===== src/rtl/pfault_pkg.sv =====
package pfault_pkg;
  typedef enum logic [1:0] {PS_IDLE = 2'd0, PS_ON = 2'd1, PS_LOCK = 2'd2} port_st_t;
  typedef enum logic [1:0] {PROF_FULL = 2'd0, PROF_DERATE = 2'd1, PROF_SAFE5V = 2'd2} prof_t;

  localparam logic [2:0] CODE_NONE = 3'd0;
  localparam logic [2:0] CODE_OV   = 3'd1;
  localparam logic [2:0] CODE_UV   = 3'd2;
  localparam logic [2:0] CODE_OC   = 3'd3;
  localparam logic [2:0] CODE_VC   = 3'd4;
  localparam logic [2:0] CODE_TH   = 3'd5;

  // first member is the MSB: ov lands on bit0
  typedef struct packed {
    logic th;
    logic vc;
    logic oc;
    logic uv;
    logic ov;
  } hit_t;
endpackage


===== src/rtl/pfault_detect.sv =====
module pfault_detect
  import pfault_pkg::*;
#(
  parameter int VW = 16
) (
  input  logic          active_i,
  input  logic          vbus_valid_i,
  input  logic [VW-1:0] vbus_mv_i,
  input  logic [VW-1:0] ov_lim_i,
  input  logic [VW-1:0] uv_lim_i,
  input  logic          oc_minor_i,
  input  logic          oc_severe_i,
  input  logic          vconn_short_i,
  input  logic          therm_i,
  output hit_t          hits_o,
  output logic          minor_o,
  output logic          severe_o,
  output logic          any_o,
  output logic [2:0]    code_o
);
  logic over_v, under_v;

  assign over_v  = vbus_valid_i && (vbus_mv_i > ov_lim_i);
  assign under_v = vbus_valid_i && (vbus_mv_i < uv_lim_i);

  always_comb begin
    hits_o.ov = active_i && over_v;
    hits_o.uv = active_i && under_v;
    hits_o.oc = active_i && (oc_minor_i || oc_severe_i);
    hits_o.vc = active_i && vconn_short_i;
    hits_o.th = active_i && therm_i;
  end

  assign severe_o = active_i && oc_severe_i;
  assign minor_o  = hits_o.ov || hits_o.uv || (active_i && oc_minor_i);
  assign any_o    = |hits_o;

  always_comb begin
    if (hits_o.oc)      code_o = CODE_OC;
    else if (hits_o.ov) code_o = CODE_OV;
    else if (hits_o.uv) code_o = CODE_UV;
    else if (hits_o.vc) code_o = CODE_VC;
    else if (hits_o.th) code_o = CODE_TH;
    else                code_o = CODE_NONE;
  end
endmodule


===== src/rtl/pfault_escalate.sv =====
module pfault_escalate
  import pfault_pkg::*;
#(
  parameter int WW = 16,
  parameter int EW = 4
) (
  input  logic          clk,
  input  logic          rst_n,
  input  logic          attach_i,
  input  logic          minor_i,
  input  logic          severe_i,
  input  logic          therm_i,
  input  logic          vc_i,
  input  logic [EW-1:0] esc_limit_i,
  input  logic [WW-1:0] win_len_i,
  output port_st_t      st_o,
  output logic          enter_on_o,
  output logic          fast_off_o,
  output logic          vconn_en_o,
  output prof_t         prof_o
);
  localparam logic [EW-1:0] MCNT_MAX = {EW{1'b1}};

  port_st_t      st;
  prof_t         prof;
  logic [EW-1:0] mcnt, mcnt_inc;
  logic [WW-1:0] wcnt;
  logic          vc_off;

  assign mcnt_inc   = (mcnt == MCNT_MAX) ? mcnt : mcnt + 1'b1;
  assign enter_on_o = (st == PS_IDLE) && attach_i;
  assign fast_off_o = (st == PS_ON) && severe_i;
  assign vconn_en_o = (st == PS_ON) && !vc_off;
  assign st_o       = st;
  assign prof_o     = prof;

  always_ff @(posedge clk) begin
    if (!rst_n) begin
      st     <= PS_IDLE;
      prof   <= PROF_FULL;
      mcnt   <= '0;
      wcnt   <= '0;
      vc_off <= 1'b0;
    end else begin
      case (st)
        PS_IDLE: if (attach_i) begin
          st     <= PS_ON;
          prof   <= PROF_FULL;
          mcnt   <= '0;
          wcnt   <= '0;
          vc_off <= 1'b0;
        end
        PS_ON: begin
          if (!attach_i) begin
            st <= PS_IDLE;
          end else begin
            if (vc_i) vc_off <= 1'b1;
            if (minor_i) prof <= PROF_SAFE5V;
            else if (therm_i && prof == PROF_FULL) prof <= PROF_DERATE;
            if (severe_i) begin
              st <= PS_LOCK;
            end else if (minor_i) begin
              if (mcnt_inc >= esc_limit_i) st <= PS_LOCK;
              mcnt <= mcnt_inc;
              wcnt <= '0;
            end else if (mcnt != '0) begin
              if (wcnt == win_len_i - 1'b1) begin
                mcnt <= '0;
                wcnt <= '0;
              end else begin
                wcnt <= wcnt + 1'b1;
              end
            end
          end
        end
        default: if (!attach_i) st <= PS_IDLE;
      endcase
    end
  end


  severe_cut_chk: assert property (@(posedge clk) disable iff (!rst_n)
    (st == PS_ON && attach_i && severe_i) |=> (st == PS_LOCK));

  lock_hold_chk: assert property (@(posedge clk) disable iff (!rst_n)
    (st == PS_LOCK && attach_i) |=> (st == PS_LOCK));

  vconn_cut_chk: assert property (@(posedge clk) disable iff (!rst_n)
    (st == PS_ON && attach_i && vc_i && !severe_i && !minor_i) |=> (!vconn_en_o && st == PS_ON));

  therm_keep_chk: assert property (@(posedge clk) disable iff (!rst_n)
    (st == PS_ON && attach_i && therm_i && !minor_i && !severe_i) |=> (st == PS_ON && prof != PROF_FULL));
endmodule


===== src/rtl/pfault_log.sv =====
module pfault_log
  import pfault_pkg::*;
#(
  parameter int CW = 8
) (
  input  logic          clk,
  input  logic          rst_n,
  input  hit_t          hits_i,
  input  logic          any_i,
  input  logic [2:0]    code_i,
  input  logic          enter_on_i,
  input  logic          host_clr_i,
  output logic [4:0]    flags_o,
  output logic [2:0]    code_o,
  output logic [CW-1:0] attach_cnt_o,
  output logic [CW-1:0] fault_cnt_o
);
  localparam int            NFLAG  = $bits(hit_t);
  localparam logic [CW-1:0] CNT_MAX = {CW{1'b1}};

  logic [NFLAG-1:0] hv;
  assign hv = hits_i;

  for (genvar i = 0; i < NFLAG; i++) begin : g_flag
    always_ff @(posedge clk) begin
      if (!rst_n)          flags_o[i] <= 1'b0;
      else if (hv[i])      flags_o[i] <= 1'b1;
      else if (host_clr_i) flags_o[i] <= 1'b0;
    end
  end

  always_ff @(posedge clk) begin
    if (!rst_n)          code_o <= CODE_NONE;
    else if (any_i)      code_o <= code_i;
    else if (host_clr_i) code_o <= CODE_NONE;
  end

  always_ff @(posedge clk) begin
    if (!rst_n) begin
      attach_cnt_o <= '0;
      fault_cnt_o  <= '0;
    end else begin
      if (enter_on_i && attach_cnt_o != CNT_MAX) attach_cnt_o <= attach_cnt_o + 1'b1;
      if (any_i && fault_cnt_o != CNT_MAX)       fault_cnt_o  <= fault_cnt_o + 1'b1;
    end
  end


  no_wrap_chk: assert property (@(posedge clk) disable iff (!rst_n)
    (fault_cnt_o == CNT_MAX) |=> (fault_cnt_o == CNT_MAX));

  sticky_chk: assert property (@(posedge clk) disable iff (!rst_n)
    !host_clr_i |=> ((flags_o & $past(flags_o)) == $past(flags_o)));
endmodule


===== src/rtl/pfault_mgr.sv =====
module pfault_mgr
  import pfault_pkg::*;
#(
  parameter int VW = 16,
  parameter int CW = 8,
  parameter int WW = 16,
  parameter int EW = 4
) (
  input  logic          clk,
  input  logic          rst_n,
  input  logic          attach_i,
  input  logic          vbus_valid_i,
  output logic          vbus_ready_o,
  input  logic [VW-1:0] vbus_mv_i,
  input  logic [VW-1:0] ov_lim_i,
  input  logic [VW-1:0] uv_lim_i,
  input  logic          oc_minor_i,
  input  logic          oc_severe_i,
  input  logic          vconn_short_i,
  input  logic          therm_alarm_i,
  input  logic [EW-1:0] esc_limit_i,
  input  logic [WW-1:0] win_len_i,
  input  logic          host_clr_i,
  output logic          vbus_en_o,
  output logic          vconn_en_o,
  output logic          fast_off_o,
  output logic          latched_o,
  output logic [1:0]    profile_o,
  output logic [4:0]    flags_o,
  output logic [2:0]    code_o,
  output logic [CW-1:0] attach_cnt_o,
  output logic [CW-1:0] fault_cnt_o
);
  port_st_t   st;
  prof_t      prof;
  hit_t       hits;
  logic       minor, severe, any_hit, enter_on, active;
  logic [2:0] cause;

  assign vbus_ready_o = 1'b1;
  assign active       = (st == PS_ON) && attach_i;
  assign vbus_en_o    = (st == PS_ON);
  assign latched_o    = (st == PS_LOCK);
  assign profile_o    = prof;

  pfault_detect #(.VW(VW)) u_det (
    .active_i(active), .vbus_valid_i(vbus_valid_i), .vbus_mv_i(vbus_mv_i),
    .ov_lim_i(ov_lim_i), .uv_lim_i(uv_lim_i), .oc_minor_i(oc_minor_i),
    .oc_severe_i(oc_severe_i), .vconn_short_i(vconn_short_i), .therm_i(therm_alarm_i),
    .hits_o(hits), .minor_o(minor), .severe_o(severe), .any_o(any_hit), .code_o(cause)
  );

  pfault_escalate #(.WW(WW), .EW(EW)) u_esc (
    .clk(clk), .rst_n(rst_n), .attach_i(attach_i), .minor_i(minor),
    .severe_i(severe), .therm_i(hits.th), .vc_i(hits.vc),
    .esc_limit_i(esc_limit_i), .win_len_i(win_len_i), .st_o(st),
    .enter_on_o(enter_on), .fast_off_o(fast_off_o), .vconn_en_o(vconn_en_o),
    .prof_o(prof)
  );

  pfault_log #(.CW(CW)) u_log (
    .clk(clk), .rst_n(rst_n), .hits_i(hits), .any_i(any_hit), .code_i(cause),
    .enter_on_i(enter_on), .host_clr_i(host_clr_i), .flags_o(flags_o),
    .code_o(code_o), .attach_cnt_o(attach_cnt_o), .fault_cnt_o(fault_cnt_o)
  );


  idle_off_chk: assert property (@(posedge clk) disable iff (!rst_n)
    !attach_i |=> !vbus_en_o);
endmodule


===== config.mk =====
export PLATFORM = sky130hd
export DESIGN_NAME = pfault_mgr
export DESIGN_NICKNAME = d
export VERILOG_FILES = /design/src/rtl/pfault_pkg.sv /design/src/rtl/pfault_detect.sv /design/src/rtl/pfault_escalate.sv /design/src/rtl/pfault_log.sv /design/src/rtl/pfault_mgr.sv
export SDC_FILE = /design/constraint.sdc
export NUM_CORES = 1
export LEC_CHECK = 0
export ABC_AREA = 1
export BUFFER_PORTS_ARGS = -buffer_cell sky130_fd_sc_hd__buf_2
export CORE_ASPECT_RATIO = 1.25
export CORE_MARGIN = 5
export CORE_UTILIZATION = 50
export DETAILED_ROUTE_END_ITERATION = 7
export HOLD_SLACK_MARGIN = 0.02
export PLACE_DENSITY = 0.76
export SYNTH_ARGS = -nofsm -noshare
export SYNTH_HDL_FRONTEND = slang
export SYNTH_SLANG_ARGS = --single-unit

===== constraint.sdc =====
create_clock -name clk -period 3.2 [get_ports clk]
set_input_delay 0.16 -clock clk [delete_from_list [all_inputs] [get_ports clk]]
set_output_delay 0.16 -clock clk [all_outputs]
set_load 0.02 [all_outputs]

After elaboration in Yosys (flattened, before gate mapping):

Index checks and enable logic that the tools add are counted.

* logic and storage cells: 117
* input bits: 77
* register bits: 49
* output and inout port bits: 31

* mux-type cells: 44
* magnitude comparators: 3
* reduce and logical (&&, ||, !) cells: 36
* equal/unequal tests: 16
* add/subtract/negate cells: 5

Operators by type and width (count)
* 16-bit two-way mux: 6
* 16-bit one-hot mux with 2 select lines: 1
* 4-bit two-way mux: 7
* 3-bit two-way mux: 7
* 2-bit two-way mux: 10
* 16-bit by 1-bit adder with 16-bit output, second input constant: 1
* 8-bit by 1-bit adder with 8-bit output, second input constant: 2
* 16-bit == test: 1
* 16-bit > comparator: 1
* 1-bit logical AND: 16
* 16-bit less-than comparator: 1
* 8-bit != test, second input constant: 2
* 16-bit by 1-bit subtractor with 16-bit output, second input constant: 1
* 2-bit nonzero test: 7
* 3-bit by 1-bit != test with 1-bit output, second input constant: 4
* 4-bit AND reduction: 3
* 1-bit two-way mux: 9
* 4-bit by 2-bit != test with 1-bit output, second input constant: 2
* 2-bit one-hot mux with 2 select lines: 2
* 4-bit one-hot mux with 2 select lines: 1
* 2-bit != test, second input constant: 3
* 6-bit AND reduction: 1
* 5-bit AND reduction: 1
* 5-bit OR reduction: 1
* other kinds (11): 14

Longest topological paths before layout:

* depth in word-level cells: 9
* mapped depth: 17
* mapped depth without buffers: 17

Modules after synthesis:

A second synthesis with hierarchy kept.

* cell total of the unflattened synthesis: 672
* area total of the unflattened synthesis: 4221.5 um^2

Modules (own cells, without submodules)
* pfault_escalate: cells each 327, times used 1, area an instance 2026.9 um^2, sequential area each 500.5 um^2
* pfault_log: cells each 169, times used 1, area an instance 1157.4 um^2, sequential area each 480.5 um^2
* pfault_detect: cells each 168, times used 1, area an instance 998.5 um^2, sequential area each 0.0 um^2
* pfault_mgr: cells each 8, times used 1, area an instance 38.8 um^2, sequential area each 0.0 um^2

Worst setup path before layout:

Ideal clock, no wire load.

* path kind: reg-to-reg
* start point: register u_esc.mcnt[0]
* end point: register u_esc.st[0], in the netlist u_esc.st_o[0]
* required time: 3130 ps
* arrival: 2011 ps
* period minus slack after synthesis: 2082 ps
* buffers on the path: 0
* library setup time: 70 ps
* path slack: 1118 ps
* cell stages (with the launch flop): 16
* path through: dfxtp_1 -> ha_1 -> nand2_1 -> nor2_1 -> inv_1 -> o21ai_0 -> ha_1 -> inv_1 -> a21oi_1 -> o21ai_0 -> nand2_1 -> a211oi_1 -> nand2_1 -> nand3_1 -> nand2_1 -> a21oi_1

* longest elaborated chain between the ends: 5
* elaborated cells between the ends (all ways): 6
* classes of those cells: add/sub (1); order compare (1); eq/ne (2); mux (1); reduce/logical (1)

Ends and longest elaborated chain
* start, declared: RTL line pfault_escalate.sv:26 `logic [EW-1:0] mcnt, mcnt_inc;`
* start signal, assigned: RTL line pfault_escalate.sv:64 `mcnt <= mcnt_inc;`
* 4-bit by 1-bit adder with 4-bit output or 4-bit == test (tied branches): RTL line pfault_escalate.sv:30 `assign mcnt_inc = (mcnt == MCNT_MAX) ? mcnt : mcnt + 1'b1;`
* 4-bit two-way mux (*): RTL line pfault_escalate.sv:30
* 4-bit >= comparator (*): RTL line pfault_escalate.sv:63 `if (mcnt_inc >= esc_limit_i) st <= PS_LOCK;`
* 4-bit by 2-bit != test with 1-bit output (no line) (*)
* 4-bit AND reduction (no line) (*)
* end signal, assigned: RTL line pfault_escalate.sv:39 `st <= PS_IDLE;`
* end signal, assigned: RTL line pfault_escalate.sv:61 `st <= PS_LOCK;`
* end signal, assigned: RTL line pfault_escalate.sv:63
* end, declared: RTL line pfault_escalate.sv:24 `port_st_t st;`

Mark *: on every way between the ends. The rest lies on a longest branch, timed or not.
A chain may end at the register's enable or synchronous reset.

Worst setup path after layout:

* start point: register u_esc.st[0], in the netlist u_esc.st_o[0]
* end point: register u_esc.mcnt[0]

* longest elaborated chain between the ends: 9
* elaborated cells between the ends (all ways): 20
* classes of those cells: eq/ne (6); mux (4); reduce/logical (10)

Ends and longest elaborated chain
* start signal, assigned: RTL line pfault_escalate.sv:39
* start signal, assigned: RTL line pfault_escalate.sv:47 `st <= PS_ON;`
* start signal, assigned: RTL line pfault_escalate.sv:55 `st <= PS_IDLE;`
* 2-bit by 1-bit == test with 1-bit output: RTL line pfault_escalate.sv:45, pfault_mgr.sv:41
* 1-bit logical AND: RTL line pfault_mgr.sv:41 `assign active = (st == PS_ON) && attach_i;`
* 1-bit logical AND (on tied branches): RTL line pfault_detect.sv:27, pfault_detect.sv:28
* 1-bit logical OR (2 in series): RTL line pfault_detect.sv:35 `assign minor_o = hits_o.ov || hits_o.uv || (active_i && oc_minor_i);`
* 4-bit two-way mux: RTL line pfault_escalate.sv:62 `end else if (minor_i) begin`
* 4-bit two-way mux: RTL line pfault_escalate.sv:60 `if (severe_i) begin`
* 4-bit two-way mux: RTL line pfault_escalate.sv:54 `if (!attach_i) begin`
* 4-bit one-hot mux with 2 select lines: RTL line pfault_escalate.sv:45 `case (st)`

Parallel ways exist; a longest one is shown, timed or not. The select of a mux whose other input is x is not followed.

==> flow_summary.json <==
{
  "synth_area_um2": 4369,
  "insertion_delay_ns": 0.30,
  "slew_headroom_pct": 36.50,
  "hold_violations": 0,
  "synth_compound_area_share_pct": 10.11,
  "cp.required_ns": 3.40,
  "critPathMaxFanout": 18,
  "htree_num_levels": 2,
  "synth_cell_type_count": 37,
  "viasPerCell": 4.951,
  "grt_max_degree": 31,
  "hold_buffers": 0,
  "cts_tree": "yes",
  "cts_made_buffers": 5,
  "cts-root-buf": "clkbuf_8",
  "cts.sinks": 49,
  "drc": 0,
  "tightest_slew_ns": 0.9514,
  "num-fill-cells": 846,
  "synth_ff_type": "dfxtp_1",
  "r2r_start": "u_esc.st_o[0]",
  "vias": 4565,
  "yosys.area_share.adder_pct": 11.74,
  "mappedNetlistNets": 817,
  "end_kind": "flop",
  "synth.largest_area_cell": "dfxtp_1",
  "seq_area_frac_synth_pct": 22.45,
  "avgSynthCellArea_um2": 6.251,
  "synth_xor_area_share_pct": 6.014,
  "fin_crit_ns": 2.564,
  "gp_congestion": 0.8845,
  "postRouteAntennaNets": 0,
  "boundaryPins": 108,
  "startpoint_type": "flop",
  "crit_type": "reg2reg",
  "row_count": 38,
  "antenna_found_initial": 0,
  "utilization_pct": 59.51,
  "synth_top_area_share_pct": 22.45,
  "grt_pass1_wl_um": 18570,
  "fin_crit_sh_pct": 80.12,
  "startpoint": "u_esc.st_o[0]",
  "fmax_mhz": 390.1,
  "irDropWorstVdd_uv": 363.2,
  "nets": 919,
  "die_h_um": 114.5,
  "drv_cap": 0,
  "placed_cell_area_um2": 4987,
  "synth_cells": 699,
  "yosys.cell_count.top_type": "nand2_1",
  "skew_ns": 0.005806,
  "slew_viol_final": 0,
  "clk_pin_slew_ns": 0.09,
  "wl_met1_um": 4357,
  "drive_gt1_share_pct": 18.95,
  "r2r_cells": 9,
  "synth_area_leaders": "dfxtp_1 22%, nand2_1 14%, ha_1 12%, inv_1 10%, nor2_1 7.2%",
  "status": "finished, final reports clean",
  "cts_resized": 0,
  "grt_usage_pct": 20.66,
  "worstPathArrival_ns": 2.77,
  "routed_wl_um": 10930,
  "highest_layer": "met4",
  "drt-initial-drc-count": 182,
  "dr_wl_met2_um": 5772,
  "final_area_um2": 5121,
  "synthMuxAreaShare_pct": 0,
  "die-area_um2": 10720,
  "power_density_nw_per_um2": 320.5,
  "cellLeakagePower_nw": 2.739,
  "async_flop_share_pct": 0,
  "coreArea_um2": 8606,
  "port_buffers": 106,
  "hold_class": "in2reg",
  "synth_top_family_by_area": "simple AND/OR/NAND/NOR gates",
  "synth-edff-count": 0,
  "start_util_pct": 50.77,
  "finalSetupViolations": 0,
  "whs_path_depth": 4,
  "cts_setup_buffers": 0,
  "area_delta_synth_final_pct": 17.21,
  "holdWs_ns": 0.1668,
  "wl_per_cell_um": 11.86,
  "hpwl_um": 9103,
  "min_from": "host_clr_i",
  "multi_input_area_um2": 2849,
  "wl_met3_um": 607,
  "rsz0062_at_grt": "no",
  "ff_latch_area_um2": 980.9,
  "final.setup.tns_ns": 0,
  "netlist_top_cells_count": "167 x nand2_1, 117 x inv_1, 84 x nor2_1",
  "diodes": 0,
  "grt_overflow_total": 0,
  "grt_pass1_vias": 4391,
  "first_pass_iters": 6,
  "synth-simple-area-share_pct": 37.26,
  "yosysWarnings": 0,
  "die_w_um": 93.61,
  "ys_ff_latch": 49,
  "cts.path.max_buffers": 2
}
-- placed cells by master, fill, tap and decap left out, types with 4 or more instances in the layout --
cell type,netlist,layout
nand2_1,167,167
inv_1,117,117
buf_2,2,106
nor2_1,84,84
nand3_1,50,50
dfxtp_1,49,49
a21oi_1,46,46
ha_1,41,41
xor2_1,21,21
nand4_1,18,18
o21ai_0,16,16
inv_2,10,10
xnor2_1,9,9
nand2_2,7,7
nor3_1,7,7
nor2_2,7,7
nor2_4,6,6
o21bai_1,6,6
clkbuf_8,0,5
nand3b_1,4,4
o21ai_1,4,4
-- layer usage --
layer,up-vias,track usage (%)
met1,2014,23.52
met2,118,39.46
met5,-,0
met3,18,3.353
met4,0,5.299
li1,2415,-
-- cell type report --
| type | count | area share [%] |
|---|---|---|
| multi-input cells | 512 | 55.63 |
| clock inverters | 3 | 1.270 |
| inverters | 127 | 9.309 |
| repair buffers | 106 | 10.36 |
| well taps | 120 | 2.932 |
| clock buffers | 5 | 1.344 |
| flip-flops and latches | 49 | 19.15 |
-- worst paths after layout --
path                endpoint  slack (ns)
max            u_esc.mcnt[0]        0.64
min          u_log.code_o[1]        0.17
max reg2reg    u_esc.mcnt[0]        0.64
min reg2reg  u_log.code_o[1]        0.47
-- critical path: stages, from the launching register on --
cell and delay, ns:
dfxtp_1 0.40, nand2_1 0.32, nor2_4 0.29, nand4_1 0.34, nand4_2 0.34, nand2_2 0.27, inv_2 0.24, nand2_4 0.09
nor2_1 0.10, nor2_1 0.05
-- where the power goes --
| group | internal, W | switching, W |
|---|---|---|
| clock | 0.000310 | 0.000205 |
| combinational | 0.000173 | 0.000290 |
| sequential | 0.000635 | 0.0000272 |
| total | 0.00112 | 0.000522 |
-- registers in the layout (all words and copies together) (netlist names) --
| signal | flops |
|---|---|
| u_esc.wcnt | 16 |
| u_esc.vc_off | 1 |
| u_log.fault_cnt_o | 8 |
| u_esc.prof_o | 2 |
| u_log.code_o | 3 |
| u_esc.mcnt | 4 |
| u_log.flags_o | 5 |
| u_esc.st_o | 2 |
| u_log.attach_cnt_o | 8 |
-- per-stage QoR --
stage / power [W] / setup WS (ns) / cells
after floorplan: 0.0009956 / 1.118 / 699
after global placement: 0.001124 / 0.7036 / 914
after detailed placement: 0.001141 / 0.6479 / 914
after CTS: 0.001655 / 0.6593 / 922
after global routing: 0.001759 / 0.3257 / 922
final: 0.001641 / 0.6363 / 922
-- cells by family after synthesis --
logic type,count (synthesis)
fa+ha+maj,41
compound gates,79
buf+inv,138
flops,49
xor+xnor,30
simple gates,361
other cells,1
(Power assumes the default switching activity.)
